<file path="config.mk">
export PLATFORM = sky130hd
export DESIGN_NAME = sc_t0_xcvr
export DESIGN_NICKNAME = d
export VERILOG_FILES = /design/src/rtl/sc_t0_pkg.sv /design/src/rtl/sc_t0_clkgen.sv /design/src/rtl/sc_t0_etu.sv /design/src/rtl/sc_t0_tx.sv /design/src/rtl/sc_t0_rx.sv /design/src/rtl/sc_t0_xcvr.sv
export SDC_FILE = /design/constraint.sdc
export NUM_CORES = 1
export LEC_CHECK = 0
export BUFFER_PORTS_ARGS = -buffer_cell sky130_fd_sc_hd__buf_2
export CORE_MARGIN = 1.5
export CORE_UTILIZATION = 59
export CTS_CLUSTER_DIAMETER = 80
export DETAILED_ROUTE_END_ITERATION = 10
export HOLD_SLACK_MARGIN = 0.06
export PLACE_DENSITY = 0.79
export SLEW_MARGIN = 10
export SYNTH_ARGS = -nofsm -noshare
export SYNTH_HDL_FRONTEND = slang
export SYNTH_SLANG_ARGS = --single-unit
</file>
<file path="constraint.sdc">
create_clock -name clk -period 3.5 [get_ports clk]
set_input_delay 0.875 -clock clk [delete_from_list [all_inputs] [get_ports clk]]
set_output_delay 0.875 -clock clk [all_outputs]
set_load 0.02 [all_outputs]
</file>
<file path="src/rtl/sc_t0_pkg.sv">
// Shared state types for the T=0 character transceiver.
package sc_t0_pkg;
    typedef enum logic [2:0] {
        TX_IDLE, TX_START, TX_DATA, TX_PAR, TX_G1, TX_G2, TX_G3
    } tx_st_e;

    typedef enum logic [2:0] {
        RX_IDLE, RX_START, RX_DATA, RX_PAR, RX_NACK
    } rx_st_e;
endpackage

</file>
<file path="src/rtl/sc_t0_clkgen.sv">
// Card clock generator: divides clk by 2*CK_HALF and gives a one-cycle
// tick right after each rising edge of the card clock.
// Assumes CK_HALF >= 1.
module sc_t0_clkgen #(
    parameter int CK_HALF = 2
) (
    input  logic clk,
    input  logic rst_n,
    output logic card_clk,
    output logic ck_tick
);
    localparam int CW = (CK_HALF > 1) ? $clog2(CK_HALF) : 1;

    logic [CW-1:0] cnt;

    // Half-period counter, clock toggle and rising-edge tick
    always_ff @(posedge clk) begin
        if (!rst_n) begin
            cnt      <= '0;
            card_clk <= 1'b0;
            ck_tick  <= 1'b0;
        end else begin
            ck_tick <= 1'b0;
            if (cnt == CW'(CK_HALF - 1)) begin
                cnt      <= '0;
                card_clk <= ~card_clk;
                ck_tick  <= ~card_clk;
            end else begin
                cnt <= cnt + 1'b1;
            end
        end
    end

    AST_TICK_ON_RISE: assert property (@(posedge clk) disable iff (!rst_n)
        ck_tick |-> $rose(card_clk));
endmodule

</file>
<file path="src/rtl/sc_t0_etu.sv">
// Bit timer: counts card-clock ticks within one bit time and flags the
// mid-bit tick and the last tick of the bit. Held at zero by restart.
// Assumes etu_div >= 4.
module sc_t0_etu #(
    parameter int ETU_W = 8
) (
    input  logic             clk,
    input  logic             rst_n,
    input  logic             restart,
    input  logic             ck_tick,
    input  logic [ETU_W-1:0] etu_div,
    output logic             mid,
    output logic             last
);
    logic [ETU_W-1:0] cnt;

    assign mid  = ck_tick && (cnt == (etu_div >> 1));
    assign last = ck_tick && (cnt == etu_div - ETU_W'(1));

    // Tick counter, wraps at the end of each bit
    always_ff @(posedge clk) begin
        if (!rst_n)       cnt <= '0;
        else if (restart) cnt <= '0;
        else if (last)    cnt <= '0;
        else if (ck_tick) cnt <= cnt + 1'b1;
    end
endmodule

</file>
<file path="src/rtl/sc_t0_tx.sv">
// Transmit side: one-byte holding register, frame serializer, guard-time
// release and card error sampling. Starts only on a card-clock tick so that
// every bit, the first included, lasts exactly etu_div ticks.
// Assumes msb_first and par_inv are stable during a character.
module sc_t0_tx
    import sc_t0_pkg::*;
#(
    parameter int ETU_W = 8
) (
    input  logic             clk,
    input  logic             rst_n,
    input  logic             ck_tick,
    input  logic [ETU_W-1:0] etu_div,
    input  logic             tx_en,
    input  logic             rx_en,
    input  logic             msb_first,
    input  logic             par_inv,
    input  logic             wr,
    input  logic [7:0]       wdata,
    input  logic             line_in,
    input  logic             flag_clr,
    output logic             tx_empty,
    output logic             busy,
    output logic             pull_low,
    output logic             nack_seen
);
    tx_st_e     st;
    logic [7:0] hold;
    logic       full;
    logic [7:0] sh;
    logic [2:0] idx;
    logic       pbit;
    logic       nack_cur;
    logic       mid, last, go, cur;

    sc_t0_etu #(.ETU_W(ETU_W)) u_etu (
        .clk(clk), .rst_n(rst_n), .restart(st == TX_IDLE), .ck_tick(ck_tick),
        .etu_div(etu_div), .mid(mid), .last(last)
    );

    assign go       = (st == TX_IDLE) && full && tx_en && !rx_en && ck_tick;
    assign tx_empty = !full;
    assign busy     = (st != TX_IDLE);
    assign cur      = msb_first ? sh[7] : sh[0];

    // Line drive: only start, data and parity bits may pull low
    always_comb begin
        case (st)
            TX_START: pull_low = 1'b1;
            TX_DATA:  pull_low = !cur;
            TX_PAR:   pull_low = !pbit;
            default:  pull_low = 1'b0;
        endcase
    end

    // Holding register: accepts a write only when empty
    always_ff @(posedge clk) begin
        if (!rst_n) begin
            hold <= '0;
            full <= 1'b0;
        end else if (go) begin
            full <= 1'b0;
        end else if (wr && !full) begin
            hold <= wdata;
            full <= 1'b1;
        end
    end

    // Frame sequencer
    always_ff @(posedge clk) begin
        if (!rst_n) begin
            st       <= TX_IDLE;
            sh       <= '0;
            idx      <= '0;
            pbit     <= 1'b0;
            nack_cur <= 1'b0;
        end else begin
            case (st)
                TX_IDLE: if (go) begin
                    sh       <= hold;
                    pbit     <= (^hold) ^ par_inv;
                    idx      <= '0;
                    nack_cur <= 1'b0;
                    st       <= TX_START;
                end
                TX_START: if (last) st <= TX_DATA;
                TX_DATA: if (last) begin
                    sh  <= msb_first ? {sh[6:0], 1'b0} : {1'b0, sh[7:1]};
                    idx <= idx + 1'b1;
                    if (idx == 3'd7) st <= TX_PAR;
                end
                TX_PAR: if (last) st <= TX_G1;
                TX_G1: begin
                    if (mid && !line_in) nack_cur <= 1'b1;
                    if (last) st <= TX_G2;
                end
                TX_G2: if (last) st <= nack_cur ? TX_G3 : TX_IDLE;
                TX_G3: if (last) st <= TX_IDLE;
                default: st <= TX_IDLE;
            endcase
        end
    end

    // Sticky record of the card's error signal
    always_ff @(posedge clk) begin
        if (!rst_n)                                 nack_seen <= 1'b0;
        else if (flag_clr)                          nack_seen <= 1'b0;
        else if (st == TX_G1 && mid && !line_in)    nack_seen <= 1'b1;
    end

    AST_TX_WRITE_FILLS: assert property (@(posedge clk) disable iff (!rst_n)
        wr && tx_empty |=> !tx_empty);
    AST_TX_HOLD_OFF_BOTH: assert property (@(posedge clk) disable iff (!rst_n)
        (st == TX_IDLE) && rx_en |=> st == TX_IDLE);
    AST_TX_NACK_IN_GUARD: assert property (@(posedge clk) disable iff (!rst_n)
        $rose(nack_seen) |-> $past(st) == TX_G1);
endmodule

</file>
<file path="src/rtl/sc_t0_rx.sv">
// Receive side: start-edge detection, mid-bit sampling, parity check,
// one-bit low error pulse at guard start, and the receive register.
// Assumes line_in is already synchronized and etu_div >= 4.
module sc_t0_rx
    import sc_t0_pkg::*;
#(
    parameter int ETU_W = 8
) (
    input  logic             clk,
    input  logic             rst_n,
    input  logic             ck_tick,
    input  logic [ETU_W-1:0] etu_div,
    input  logic             rx_en,
    input  logic             tx_busy,
    input  logic             msb_first,
    input  logic             par_inv,
    input  logic             line_in,
    input  logic             rd,
    input  logic             flag_clr,
    output logic [7:0]       rx_data,
    output logic             rx_ready,
    output logic             par_err,
    output logic             pull_low
);
    rx_st_e     st;
    logic [7:0] sh;
    logic [2:0] idx;
    logic       bad;
    logic       line_prev;
    logic       mid, last, start_edge, good_end, bad_end;

    sc_t0_etu #(.ETU_W(ETU_W)) u_etu (
        .clk(clk), .rst_n(rst_n), .restart(st == RX_IDLE), .ck_tick(ck_tick),
        .etu_div(etu_div), .mid(mid), .last(last)
    );

    assign start_edge = rx_en && !tx_busy && (st == RX_IDLE) && line_prev && !line_in;
    assign good_end   = (st == RX_PAR) && last && !bad;
    assign bad_end    = (st == RX_PAR) && last && bad;
    assign pull_low   = (st == RX_NACK);

    // Previous line level for edge detection
    always_ff @(posedge clk) begin
        if (!rst_n) line_prev <= 1'b1;
        else        line_prev <= line_in;
    end

    // Frame sequencer and shift register
    always_ff @(posedge clk) begin
        if (!rst_n) begin
            st  <= RX_IDLE;
            sh  <= '0;
            idx <= '0;
            bad <= 1'b0;
        end else if (!rx_en) begin
            st <= RX_IDLE;
        end else begin
            case (st)
                RX_IDLE: if (start_edge) st <= RX_START;
                RX_START: begin
                    if (mid && line_in) st <= RX_IDLE;
                    else if (last) begin
                        idx <= '0;
                        st  <= RX_DATA;
                    end
                end
                RX_DATA: begin
                    if (mid) sh <= msb_first ? {sh[6:0], line_in} : {line_in, sh[7:1]};
                    if (last) begin
                        idx <= idx + 1'b1;
                        if (idx == 3'd7) st <= RX_PAR;
                    end
                end
                RX_PAR: begin
                    if (mid) bad <= (^sh) ^ line_in ^ par_inv;
                    if (last) st <= bad ? RX_NACK : RX_IDLE;
                end
                RX_NACK: if (last) st <= RX_IDLE;
                default: st <= RX_IDLE;
            endcase
        end
    end

    // Receive register and ready flag
    always_ff @(posedge clk) begin
        if (!rst_n) begin
            rx_data  <= '0;
            rx_ready <= 1'b0;
        end else if (good_end) begin
            rx_data  <= sh;
            rx_ready <= 1'b1;
        end else if (rd) begin
            rx_ready <= 1'b0;
        end
    end

    // Sticky parity error flag
    always_ff @(posedge clk) begin
        if (!rst_n)        par_err <= 1'b0;
        else if (flag_clr) par_err <= 1'b0;
        else if (bad_end)  par_err <= 1'b1;
    end

    AST_RX_KEEP_ON_ERR: assert property (@(posedge clk) disable iff (!rst_n)
        st == RX_NACK |=> $stable(rx_data));
    AST_RX_READY_AFTER_PAR: assert property (@(posedge clk) disable iff (!rst_n)
        $rose(rx_ready) |-> $past(st) == RX_PAR);
    AST_RX_PULSE_FLAGGED: assert property (@(posedge clk) disable iff (!rst_n)
        $rose(pull_low) && !$past(flag_clr) |-> par_err);
endmodule

</file>
<file path="src/rtl/sc_t0_xcvr.sv">
// Top level: card clock, line synchronizer, and the two direction engines
// sharing one open-drain line. The receiver is held off while the
// transmitter is busy, and the transmitter while the receiver is enabled.
module sc_t0_xcvr #(
    parameter int ETU_W   = 8,
    parameter int CK_HALF = 2
) (
    input  logic             clk,
    input  logic             rst_n,
    input  logic             rx_en,
    input  logic             tx_en,
    input  logic             msb_first,
    input  logic             par_inv,
    input  logic [ETU_W-1:0] etu_div,
    input  logic [7:0]       tx_data,
    input  logic             tx_wr,
    output logic             tx_empty,
    output logic [7:0]       rx_data,
    input  logic             rx_rd,
    output logic             rx_ready,
    input  logic             flag_clr,
    output logic             par_err,
    output logic             nack_seen,
    output logic             card_clk,
    input  logic             io_in,
    output logic             io_pull_low
);
    logic [1:0] sync;
    logic       line, ck_tick, tx_busy, tx_low, rx_low;

    // Two-stage synchronizer on the line input, idles high
    always_ff @(posedge clk) begin
        if (!rst_n) sync <= 2'b11;
        else        sync <= {sync[0], io_in};
    end
    assign line = sync[1];

    sc_t0_clkgen #(.CK_HALF(CK_HALF)) u_clkgen (
        .clk(clk), .rst_n(rst_n), .card_clk(card_clk), .ck_tick(ck_tick)
    );

    sc_t0_tx #(.ETU_W(ETU_W)) u_tx (
        .clk(clk), .rst_n(rst_n), .ck_tick(ck_tick), .etu_div(etu_div),
        .tx_en(tx_en), .rx_en(rx_en), .msb_first(msb_first), .par_inv(par_inv),
        .wr(tx_wr), .wdata(tx_data), .line_in(line), .flag_clr(flag_clr),
        .tx_empty(tx_empty), .busy(tx_busy), .pull_low(tx_low),
        .nack_seen(nack_seen)
    );

    sc_t0_rx #(.ETU_W(ETU_W)) u_rx (
        .clk(clk), .rst_n(rst_n), .ck_tick(ck_tick), .etu_div(etu_div),
        .rx_en(rx_en), .tx_busy(tx_busy), .msb_first(msb_first),
        .par_inv(par_inv), .line_in(line), .rd(rx_rd), .flag_clr(flag_clr),
        .rx_data(rx_data), .rx_ready(rx_ready), .par_err(par_err),
        .pull_low(rx_low)
    );

    assign io_pull_low = tx_low | rx_low;

    AST_ONE_DRIVER: assert property (@(posedge clk) disable iff (!rst_n)
        !(tx_low && rx_low));
endmodule

</file>
Word-level counts from Yosys, hierarchy flattened
Cells that the tools add are included.
Word-level totals
  bits in read-only memories: 0
  latch bits: 0
  register bits: 73
  bits in writable memories: 0
  output and inout port bits: 14
  memories kept: 0
Operators by class
  $lt $le $gt $ge: 0
  div/mod/pow operators: 0
  multiplexer cells: 37
  equal/unequal tests: 33
  bitwise gates (word level): 7
  shift-type cells: 0
  reductions and logical operators: 52
  multiply operators: 0
  add/subtract/negate cells: 6
Operators by type and width (count)
  3-bit two-way mux: 21
  8-bit two-way mux: 4
  2-bit by 1-bit != test with 1-bit output, second input constant: 15
  3-bit case mux with 7 select lines: 1
  1-bit logical AND: 20
  3-bit equality test, second input constant: 6
  8-bit by 1-bit adder with 8-bit output, second input constant: 2
  8-bit by 7-bit equality test with 1-bit output: 2
  8-bit equality test: 2
  8-bit case mux with 2 select lines: 1
  8-bit XOR reduction: 2
  3-bit case mux with 5 select lines: 1
  3-bit by 2-bit equality test with 1-bit output, second input constant: 4
  3-bit case mux with 2 select lines: 2
  3-bit AND reduction: 4
  2-bit AND reduction: 4
  8-bit AND reduction: 1
  2-bit nonzero test: 4
  8-bit by 1-bit subtractor with 8-bit output, second input constant: 1
  1-bit logical NOT: 7
  3-bit by 1-bit adder with 3-bit output, second input constant: 2
  3-bit by 1-bit equality test with 1-bit output, second input constant: 2
  3-bit logical NOT: 2
  6-bit AND reduction: 1
  13 further kinds: 24

Depth between registers and ports, before layout
  word-level depth: 8
  gate-level depth with buffers: 9

Cells and area by module
Synthesis repeated with hierarchy kept, for this count alone.
Second synthesis, totals
  cells, all modules: 500
  area total of the unflattened synthesis: 4329.2 µm²
By module, submodules not included
  sc_t0_etu: sequential area each 160.2 µm², cells an instance 102, area an instance 782.0 µm², times used 2
  sc_t0_tx: sequential area each 520.5 µm², cells an instance 150, area an instance 1400.1 µm², times used 1
  sc_t0_rx: sequential area each 520.5 µm², cells an instance 133, area an instance 1214.9 µm², times used 1
  sc_t0_clkgen: sequential area each 60.1 µm², cells an instance 8, area an instance 91.3 µm², times used 1
  sc_t0_xcvr: sequential area each 40.0 µm², cells an instance 5, area an instance 58.8 µm², times used 1

Worst setup path before layout
No wires, ideal clock.
  path kind: in2out
  start point: input port msb_first
  end point: output port io_pull_low
  data arrival time: 2.477 ns
  cell stages on the path: 5
  buffers on the path: 2
  slack: 0.148 ns
  required time: 2.625 ns
  cell sequence: clkbuf_1 > clkbuf_1 > mux2i_1 > a22oi_1 > o21ai_0
Between the ends
  longest elaborated chain between the ends: 4
RTL lines
  start: declaration: line sc_t0_xcvr.sv:12  | input logic msb_first,
  1-bit two-way mux: line sc_t0_tx.sv:44  | assign cur = msb_first ? sh[7] : sh[0];
  1-bit logical NOT: line sc_t0_tx.sv:50  | TX_DATA: pull_low = !cur;
  1-bit case mux with 3 select lines: line sc_t0_tx.sv:48  | case (st)
  1-bit bitwise OR: line sc_t0_xcvr.sv:58  | assign io_pull_low = tx_low | rx_low;
  end: declaration: line sc_t0_xcvr.sv:26  | output logic io_pull_low
No other way between the ends.

Final worst setup path
Ends and elaborated chain as after synthesis.

==> results.py <==
metrics = {
    "outcome": {
        "status": "finished clean",
    },
    "worst_setup_path": {
        "cp_num_cells": 5,
        "worstSetupEndpointType": "output pin",
        "max_stage_delay_ps": 400,
        "path_cells": "buf_2 -> mux2i_1 -> a22oi_1 -> o21ai_0 -> buf_2",
        "r2r-start": "u_clkgen.ck_tick",
        "crit_path_start": "msb_first",
        "worst-path-buf-inv": 2,
        "required_ps": 2620,
        "reg2reg_depth": 5,
        "critPathTopFamily": "buffers and inverters",
        "critical_path_class": "input port to output pin",
        "slowest_stage": "buf_2",
        "cp_max_fo": 17,
        "path_common_cell": "buf_2",
        "cp-start-kind": "input port",
        "critPathArrivalTime_ps": 2040,
    },
    "finish": {
        "antenna_cells": 0,
        "fillCellCount": 565,
        "multi_input_area_mm2": 0.00251,
        "seq_area_mm2": 0.00146,
        "fin_nets": 544,
        "drive_gt1_share_pct": 14.0,
        "syn2layout_area_growth_pct": 10.2,
        "fin_util_pct": 67.4,
    },
    "cts": {
        "cts.sink_count": 73,
        "clock_latency_ps": 350,
        "postCtsSetupBuffers": 0,
        "cts-resized-gates": 0,
        "clkTransAtPathRegs_ps": 80,
        "clk_path_buf_depth": 2,
        "h-tree-depth": 3,
        "cts_hold_buf": 0,
        "cts_made_buffers": 9,
        "cts-root-buf": "clkbuf_8",
        "cts_tree": "done",
    },
    "power_and_ir_drop": {
        "ir_drop_mv": 0.398,
        "p_leak_nw": 1.82,
        "power.density_mw_per_mm2": 388,
    },
    "global_route": {
        "grt_usage_pct": 24.0,
        "grt_max_degree": 34,
        "grt.overflow.total": 0,
        "grt_pass1_vias": 3187,
        "grt_pass1_wl_mm": 14.4,
        "antenna_found_initial": 0,
    },
    "synth": {
        "asyncSetResetFlopFracSynth_pct": 0,
        "synth_fp_nets": 524,
        "yosysSeqAreaShare_pct": 35.2,
        "synth-warning-count": 0,
        "yosys-top-cells-area": "dfxtp_1 (35%), mux2i_1 (10%), xnor2_1 (6.7%)",
        "yosysTopAreaCellShare_pct": 35.2,
        "synth_cell_types": 58,
        "syn_area_per_cell_um2": 8.46,
        "synthCells": 491,
        "ys_ff_latch": 73,
        "yosys.area.top_type": "dfxtp_1",
        "yosys-top-cells-count": "dfxtp_1 (73), nand2_1 (63), nor2_1 (53)",
        "synth_edf_count": 0,
        "synth.most_common_cell": "dfxtp_1",
        "synth_area_mm2": 0.00416,
        "synth_flop_cell": "dfxtp_1",
    },
    "sta": {
        "whs_ps": 421,
        "final-max-slew-violation-count": 0,
        "setup_violations": 0,
        "rsz0062_at_grt": "false",
        "tightest_slew_ps": 1030,
        "finalCritPeriodShare_pct": 83.3,
        "fin_skew_ps": 12.3,
        "fmax_mhz": 343,
        "postLayoutSetupSlackWorst_ps": 584,
        "tns_ps": 0,
        "slew_headroom_pct": 30.5,
        "hold_viol": 0,
        "min_period_ps": 2920,
    },
    "place": {
        "dp_hpwl_mm": 5.98,
        "gp_congestion": 0.937,
        "dp_slack_ps": 266,
        "portBuffers": 39,
    },
    "floorplanning": {
        "die_h_um": 86.9,
        "io_pins": 40,
        "initial_utilization_pct": 61.2,
        "dieArea_mm2": 0.00756,
        "coreArea_mm2": 0.00679,
        "die_w_um": 86.9,
        "rows": 30,
    },
    "routing": {
        "totalWireLength_mm": 8.42,
        "ant_nets": 0,
        "drt-initial-drc-count": 128,
        "vias": 3439,
        "drc": 0,
        "viasPerCell": 5.62,
        "post_drt_wl_per_cell_um": 13.8,
        "dr.pass1.iters": 4,
    },
    "job": {
        "maxCapViolations": 0,
    },
    "min_path": {
        "whs_path_depth": 1,
        "hp-start": "sync[0]",
        "hold_path_class": "flop to flop",
    },
}
## worst reg2reg max path: cells and delay by family (launching register included)
family,cells,cell delay (ps)
AND/OR/NAND/NOR,4,1270
flip-flops,1,720
AO/OA/AOI/OAI,1,310
## flip-flops by register name (all words and copies together) (netlist names), 2 cells and up
name and count:
u_tx.u_etu.cnt 8, u_rx.u_etu.cnt 8, u_tx.idx 3, u_rx.idx 3, sync 2, u_rx.st 3, u_rx.rx_data 8, u_tx.st 3
u_tx.sh 8, u_rx.sh 8, u_tx.hold 8
## cells in the final DEF (no fill, tap or decap), types with 2 or more instances in the layout
master	count
a21oi_1	17
a31o_2	2
a31oi_1	3
a32o_2	2
and3_1	6
buf_2	39
buf_4	5
bufinv_16	2
clkbuf_8	10
clkinvlp_4	2
dfxtp_1	73
ha_1	7
inv_1	7
mux2i_1	43
nand2_1	63
nand2b_1	6
nand3_1	8
nand4_1	8
nor2_1	53
nor2b_1	9
nor3_1	11
nor4_1	8
nor4bb_1	2
o2111ai_1	4
o211a_1	3
o211ai_1	3
o21a_1	4
o21ai_0	16
o311ai_1	2
o31a_1	2
o31ai_1	3
or3_1	4
xnor2_1	32
xor2_1	31
## power by group
part	leakage, nW	internal, mW	switching, mW	total [mW]
sequential	0.591	0.843	0.0175	0.860
combinational	1.12	0.0710	0.100	0.171
clock	0.109	0.422	0.324	0.746
## final cells by class
| class | instances | share of cell area [%] |
|---|---|---|
| Clock buffer | 10 | 3.01 |
| Multi-Input combinational cell | 375 | 54.8 |
| Clock inverter | 6 | 1.94 |
| Sequential cell | 73 | 31.9 |
| Tap cell | 96 | 2.62 |
| Timing Repair Buffer | 44 | 5.08 |
| Inverter | 8 | 0.656 |
## path summary, 6_finish.rpt
path                                    end  slack (ps)
worst max-delay path            io_pull_low         580
worst min-delay path                sync[1]         420
worst max register to register   u_rx.sh[0]        1080
worst min register to register      sync[1]         420
## metrics by stage
| stage | instances | power [mW] | area, µm² |
|---|---|---|---|
| final | 612 | 1.78 | 4580 |
| after global routing | 612 | 1.84 | 4580 |
| after CTS | 612 | 1.79 | 4580 |
| after detailed placement | 596 | 1.05 | 4350 |
| after global placement | 596 | 1.05 | 4350 |
| after floorplan | 491 | 1.01 | 4160 |
## kinds of logic (layout without fill, tap and decap cells)
group | Yosys count | count (layout) | share of synthesized area, %
muxes | 43 | 43 | 10.4
xor gates and xnor gates | 63 | 63 | 13.3
and+or+nand+nor | 188 | 188 | 21.9
DFF | 73 | 73 | 35.2
buffers and inverters | 43 | 68 | 4.46
AOI/OAI and AO/OA | 74 | 74 | 12.7
adders and majority gates | 7 | 7 | 2.11
## metal layers
layer  track usage (%)  routed length [µm]  vias up
met5                 0                   0        -
met4              10.7                 140        0
met3              4.17                 395       12
met2              38.5                3920       83
met1              31.7                3960     1608
li1                  -                   -     1736
No activity file was read; power rests on OpenSTA's default activity.
